[src/rtl/dbg_mailbox_pkg.sv]
package dbg_mailbox_pkg;
  localparam int CTRL_BIT_H2T = 0;
  localparam int CTRL_BIT_T2H = 1;
  localparam int CTRL_BIT_OVF = 2;
  localparam int CTRL_FLAG_N  = 3;
endpackage

[src/rtl/mbox_slot.sv]
module mbox_slot #(
  parameter int W = 32
) (
  input  logic         clk,
  input  logic         rst_n,
  input  logic         push,
  input  logic [W-1:0] push_data,
  input  logic         pop,
  output logic         full,
  output logic [W-1:0] data,
  output logic         drop
);
  // A push is taken only into an empty slot; a pop only empties a full one.
  always_ff @(posedge clk) begin
    if (!rst_n) begin
      full <= 1'b0;
      data <= '0;
    end else begin
      if (pop && full) full <= 1'b0;
      if (push && !full) begin
        full <= 1'b1;
        data <= push_data;
      end
    end
  end

  assign drop = push && full;


  push_loads_chk: assert property (@(posedge clk) disable iff (!rst_n)
    (push && !full) |=> (full && data == $past(push_data)));


  pop_clears_chk: assert property (@(posedge clk) disable iff (!rst_n)
    (pop && full) |=> !full);


  drop_keeps_chk: assert property (@(posedge clk) disable iff (!rst_n)
    (push && full) |=> $stable(data));


  full_hold_chk: assert property (@(posedge clk) disable iff (!rst_n)
    (!push && !pop) |=> $stable(full));
endmodule

[src/rtl/host_regif.sv]
module host_regif #(
  parameter int DW        = 32,
  parameter int AW        = 5,
  parameter int CTRL_ADDR = 4,
  parameter int DATA_ADDR = 5
) (
  input  logic          clk,
  input  logic          rst_n,
  input  logic          host_req,
  input  logic          host_we,
  input  logic [AW-1:0] host_addr,
  input  logic [DW-1:0] ctrl_word,
  input  logic [DW-1:0] t2h_word,
  output logic          h2t_push,
  output logic          t2h_pop,
  output logic [DW-1:0] host_rdata
);
  logic hit_ctrl, hit_data, rd_req;
  logic [DW-1:0] rd_mux;

  assign hit_ctrl = (host_addr == AW'(CTRL_ADDR));
  assign hit_data = (host_addr == AW'(DATA_ADDR));
  assign rd_req   = host_req && !host_we;
  assign h2t_push = host_req && host_we && hit_data;
  assign t2h_pop  = rd_req && hit_data;

  always_comb begin
    rd_mux = '0;
    if (hit_ctrl)      rd_mux = ctrl_word;
    else if (hit_data) rd_mux = t2h_word;
  end

  always_ff @(posedge clk) begin
    if (!rst_n)      host_rdata <= '0;
    else if (rd_req) host_rdata <= rd_mux;
  end


  rdata_hold_chk: assert property (@(posedge clk) disable iff (!rst_n)
    !rd_req |=> $stable(host_rdata));


  unmapped_zero_chk: assert property (@(posedge clk) disable iff (!rst_n)
    (rd_req && !hit_ctrl && !hit_data) |=> (host_rdata == '0));
endmodule

[src/rtl/dbg_mailbox.sv]
module dbg_mailbox #(
  parameter int          DATA_W    = 32,
  parameter int          ADDR_W    = 5,
  parameter int          VER_W     = 4,
  parameter logic [3:0]  VERSION   = 4'd6,
  parameter int          CTRL_ADDR = 4,
  parameter int          DATA_ADDR = 5
) (
  input  logic              clk,
  input  logic              rst_n,
  input  logic              host_req,
  input  logic              host_we,
  input  logic [ADDR_W-1:0] host_addr,
  input  logic [DATA_W-1:0] host_wdata,
  output logic [DATA_W-1:0] host_rdata,
  output logic              tgt_rd_valid,
  input  logic              tgt_rd_ready,
  output logic [DATA_W-1:0] tgt_rd_data,
  input  logic              tgt_wr_valid,
  output logic              tgt_wr_ready,
  input  logic [DATA_W-1:0] tgt_wr_data,
  output logic [2:0]        tgt_status
);
  import dbg_mailbox_pkg::*;

  localparam int VER_LSB = DATA_W - VER_W;

  logic h2t_push, h2t_full, h2t_drop;
  logic t2h_pop, t2h_full, t2h_drop;
  logic [DATA_W-1:0] h2t_word, t2h_word, ctrl_word;
  logic ovf_q;

  mbox_slot #(.W(DATA_W)) i_h2t (
    .clk(clk), .rst_n(rst_n), .push(h2t_push), .push_data(host_wdata),
    .pop(tgt_rd_ready), .full(h2t_full), .data(h2t_word), .drop(h2t_drop));

  mbox_slot #(.W(DATA_W)) i_t2h (
    .clk(clk), .rst_n(rst_n), .push(tgt_wr_valid), .push_data(tgt_wr_data),
    .pop(t2h_pop), .full(t2h_full), .data(t2h_word), .drop(t2h_drop));

  always_ff @(posedge clk) begin
    if (!rst_n)                     ovf_q <= 1'b0;
    else if (h2t_drop || t2h_drop)  ovf_q <= 1'b1;
  end

  always_comb begin
    ctrl_word = '0;
    ctrl_word[CTRL_BIT_H2T] = h2t_full;
    ctrl_word[CTRL_BIT_T2H] = t2h_full;
    ctrl_word[CTRL_BIT_OVF] = ovf_q;
    ctrl_word[VER_LSB +: VER_W] = VERSION[VER_W-1:0];
  end

  host_regif #(.DW(DATA_W), .AW(ADDR_W), .CTRL_ADDR(CTRL_ADDR),
               .DATA_ADDR(DATA_ADDR)) i_regif (
    .clk(clk), .rst_n(rst_n), .host_req(host_req), .host_we(host_we),
    .host_addr(host_addr), .ctrl_word(ctrl_word), .t2h_word(t2h_word),
    .h2t_push(h2t_push), .t2h_pop(t2h_pop), .host_rdata(host_rdata));

  assign tgt_rd_valid = h2t_full;
  assign tgt_rd_data  = h2t_word;
  assign tgt_wr_ready = !t2h_full;
  assign tgt_status   = {ovf_q, t2h_full, h2t_full};


  ovf_sticky_chk: assert property (@(posedge clk) disable iff (!rst_n)
    ovf_q |=> ovf_q);


  version_chk: assert property (@(posedge clk) disable iff (!rst_n)
    (host_req && !host_we && host_addr == ADDR_W'(CTRL_ADDR)) |=>
      (host_rdata[VER_LSB +: VER_W] == VERSION[VER_W-1:0]));


  consume_wins_chk: assert property (@(posedge clk) disable iff (!rst_n)
    (h2t_full && tgt_rd_ready && h2t_push) |=> (!tgt_rd_valid && ovf_q));
endmodule

[config.mk]
export PLATFORM = sky130hd
export DESIGN_NAME = dbg_mailbox
export DESIGN_NICKNAME = d
export VERILOG_FILES = /design/src/rtl/dbg_mailbox_pkg.sv /design/src/rtl/mbox_slot.sv /design/src/rtl/host_regif.sv /design/src/rtl/dbg_mailbox.sv
export SDC_FILE = /design/constraint.sdc
export NUM_CORES = 1
export LEC_CHECK = 0
export BUFFER_PORTS_ARGS = -buffer_cell sky130_fd_sc_hd__buf_2
export CAP_MARGIN = 10
export CORE_UTILIZATION = 26
export CTS_CLUSTER_DIAMETER = 150
export DETAILED_ROUTE_END_ITERATION = 10
export SLEW_MARGIN = 20
export SYNTH_ARGS = -nofsm -noshare
export SYNTH_HDL_FRONTEND = slang
export SYNTH_HIERARCHICAL = 1
export SYNTH_SLANG_ARGS = --single-unit
[constraint.sdc]
create_clock -name clk -period 1.38 [get_ports clk]
set_input_delay 0.069 -clock clk [delete_from_list [all_inputs] [get_ports clk]]
set_output_delay 0.069 -clock clk [all_outputs]
set_load 0.1 [all_outputs]
==> run summary <==
The remaining number of nets flagged by the antenna check after routing came out at 0. The tree is rooted in a clkbuf_16. 144 I/O pins were placed. The count of clock tree sinks came out at 99. Timing would allow up to 769 MHz. The internal power contribution is 5.09 mW. For this run, the total global-route usage over all layers was measured as 0.126. The fraction of registers with async set/reset came out at 0.

0 antenna diodes ended up in the layout. The routed wire length per instance is 12.4 um. The combinational fraction of design power is 0.187. The number of antenna violations at the first check in global routing came out at 0. The signal on the critical path passes through buf_2. After floorplanning, the core was sized to cover between 15000 and 20000 sq um. The total number of yosys warnings came out at 6. The synthesized netlist contains 23 unique library cells.

The pre-CTS worst setup slack came out at -0.295 ns. The number of maximum-capacitance constraint violations came out at 0. The total wire length is 11100 um. The count of H-tree levels built during CTS is 3. The critical path data arrival time is 1.23 ns. The max-slew violation count is 0. In this run the worst path has a maximum fanout of 7.

The final worst clock skew came out at roughly 0.0087 ns. Data on the critical path is required at its endpoint by 1.31 ns. The maximum resistive drop on vdd is 591 uV. The initialized floorplan defines 47 standard-cell rows. The class of the worst hold path is primary input to flip-flop. The power share of the clock group is 0.386. The filler cell count in the final layout is between 1500 and 2000. The normalized max-slew margin is 0.654.

The share of total power dissipated in sequential elements is 0.427. The clock transition at the registers of the reported paths is 0.06 ns. Setup repair after global routing left no endpoint under its margin. The number of nets in the finished design is 744. The switching share of total power is 0.285.

After synthesis the netlist holds a flip-flop and latch count of 99. The maximum number of pins on one net before global-route repair came out at 51. The count of buffering cells on the critical path with inverters included is 1. Routability-driven placement finished with a final weighted congestion of 0.720. The final worst-path setup slack is 0.0803 ns. The starting density of the core came out at 0.266. The full die area came out at 17500 sq um. The net switching power of the design came out at 2.03 mW.

The largest delay contributor family on the critical path is buffers and inverters. The source-to-sink clock delay at the later pin of the worst-skew pair came out at 0.35 ns. The number of clock buffers inserted by TritonCTS came out at 9. The portion of the post-synthesis area used by sequential elements came out at 0.449.

The detailed router finished its first iteration with 121 violations. The power per cell area came out at 1110 nW/um^2. The number of vias per cell after detailed routing came out at about 4.1.

The floorplan die height came out at between 100 and 150 um. The placed instances occupy a cell area of 5400 sq um. TritonCTS built the clock tree. Among all stages on the critical path, the largest delay is contributed by buf_2. The time the final worst path needs with I/O delays and setup is 1.30 ns. The static leakage came out at 2.87 nW. The die width is 132 um. The flow ran to the end, and the final reports show no timing, DRC or antenna violations. The detailed-router iteration count before antenna repair is 4.

The core utilization of the finished layout came out at 0.387. The first global-routing pass estimated 17500 um of wire. The worst setup path is captured at an output port. The number of enable-type register cells in the synthesized netlist came out at 0. The number of endpoints failing setup at the final stage came out at 0. The worst stage delay on the critical path is between 0.4 and 0.5 ns. The quantity of I/O buffers inserted on ports came out at 143. The number of buffers between clock root and the deepest sink is 2.

The estimated wirelength of the detail-placed design is 6940 um. The fraction of final layout cells with drive strength greater than 1 is 0.315. The fraction of the cycle the final worst path needs came out at 0.942. The final hold violation count came to 0. The cell area after synthesis is 4410 sq um. The area growth from synthesis to layout came out at 45.2%.

The mean post-synth cell area came out at 9.90 sq um. The number of global-route vias before repair is 3557. The routed layout has 3663 vias.

In the synthesized netlist the dominant register cell turns out to be dfxtp_1. For the pin with the worst max-slew slack, the measured transition is 0.523 ns. The detailed-route DRC error count is 0. The worst setup path is launched from a flip-flop. The worst setup path is of the flip-flop to output port kind. The global-route congestion overflow total is 0. With fillers left out, the area of the finished cells amounts to 6410 sq um. The post-synthesis cell count came out at 446. Summed over all failing endpoints, the final setup total negative slack is 0 ns.
## area by class of cell
cell class,count,area (sq um),area share
clock buffers,12,246,0.0384
well taps,220,275,0.0429
repair buffers,224,1610,0.251
flip-flops and latches,99,1980,0.310
multi-input cells,333,2210,0.345
clock inverters,4,73.8,0.0115
inverters,2,7.51,0.00117
## worst reg2reg max path: cells and delay by family, from the launching register on
kind / cells / cell delay [ns]
buffers and inverters: 1 / 0.22
flip-flops: 1 / 0.37
multiplexers: 1 / 0.19
AND/OR/NAND/NOR: 1 / 0.24
## synth_stat cells (2+ instances only)
| library cell | instances | area, sq um |
|---|---|---|
| a211oi_1 | 2 | 15.0 |
| dfxtp_1 | 99 | 1980 |
| a211oi_2 | 30 | 375 |
| buf_4 | 8 | 60.1 |
| nand2_1 | 130 | 488 |
| o211a_1 | 2 | 20.0 |
| conb_1 | 2 | 7.51 |
| clkbuf_1 | 2 | 7.51 |
| buf_12 | 6 | 120 |
| buf_6 | 5 | 56.3 |
| inv_1 | 2 | 7.51 |
| and2_2 | 2 | 15.0 |
| clkbuf_4 | 2 | 15.0 |
| nor2_1 | 34 | 128 |
| mux2i_1 | 96 | 961 |
| nor2b_2 | 2 | 17.5 |
| buf_2 | 16 | 80.1 |
## through the flow
stage,instances,hold WS (ns),power [mW]
2_1_floorplan,473,0.197,4.03
3_3_place_gp,811,0.319,4.29
3_5_place_dp,811,0.322,4.29
4_1_cts,892,0.0266,7.23
5_1_grt,894,0.0301,7.44
6_report,894,0.0366,7.12
## registers in the layout, summed over array words and instances, names as in the netlist
name and count:
i_regif/host_rdata 32, ovf_q 1, i_h2t/data 32, i_t2h/full 1, i_t2h/data 32, i_h2t/full 1
## kinds of logic after synthesis
family | synth area share
and+or+nand+nor | 0.156
DFF | 0.449
muxes | 0.218
buffers and inverters | 0.0785
AOI/OAI and AO/OA | 0.0969
other | 0.00170
## layout by cell type, fill, tap and decap left out, types with 2 or more instances in the layout
cell	synthesis	layout
bufinv_16	0	2
clkbuf_1	2	2
nand2_1	130	130
inv_1	2	2
nor2b_4	0	3
dlygate4sd3_1	0	65
buf_2	16	140
dfxtp_2	0	2
dfxtp_1	99	97
and2_2	2	2
conb_1	2	29
mux2i_1	96	96
a211oi_1	2	2
buf_4	8	10
buf_12	6	8
o211a_1	2	2
nor2_1	34	34
a211oi_2	30	30
clkbuf_16	0	10
## layer usage
metal  vias to the layer above  wire, um  GRT usage
li1                       1900         -          -
met1                      1617      5450      0.165
met2                       131      4670      0.197
met3                        15       768     0.0334
met4                         0       194     0.0517
met5                         -         0          0
## final timing paths
kind | start | to | slack (ns) | cells past startpoint
hold reg to reg | i_h2t/data[22] | i_h2t/data[22] | 0.45 | 2
hold / removal | host_wdata[10] | i_h2t/data[10] | 0.04 | 3
setup reg to reg | i_h2t/full | i_h2t/data[5] | 0.29 | 3
setup / recovery | i_h2t/full | tgt_status[0] | 0.08 | 1
## power by group through the flow
stage / clock network (mW) / logic [mW] / registers (mW)
2_1_floorplan: 0 / 0.549 / 3.48
3_3_place_gp: 0 / 1.19 / 3.10
3_5_place_dp: 0 / 1.19 / 3.10
4_1_cts: 2.86 / 1.33 / 3.04
5_1_grt: 2.96 / 1.42 / 3.05
6_report: 2.75 / 1.33 / 3.04
## what timing repair did
item                       4_1_cts  5_1_grt
buffers inserted                 0        1
gates cloned                     0        1
setup endpoints to repair        1       15
hold endpoints to repair        65        0
resized for setup                1        1
hold buffers                    65        0
pin swaps                        0        1
Power figures use the tool's default switching activity.
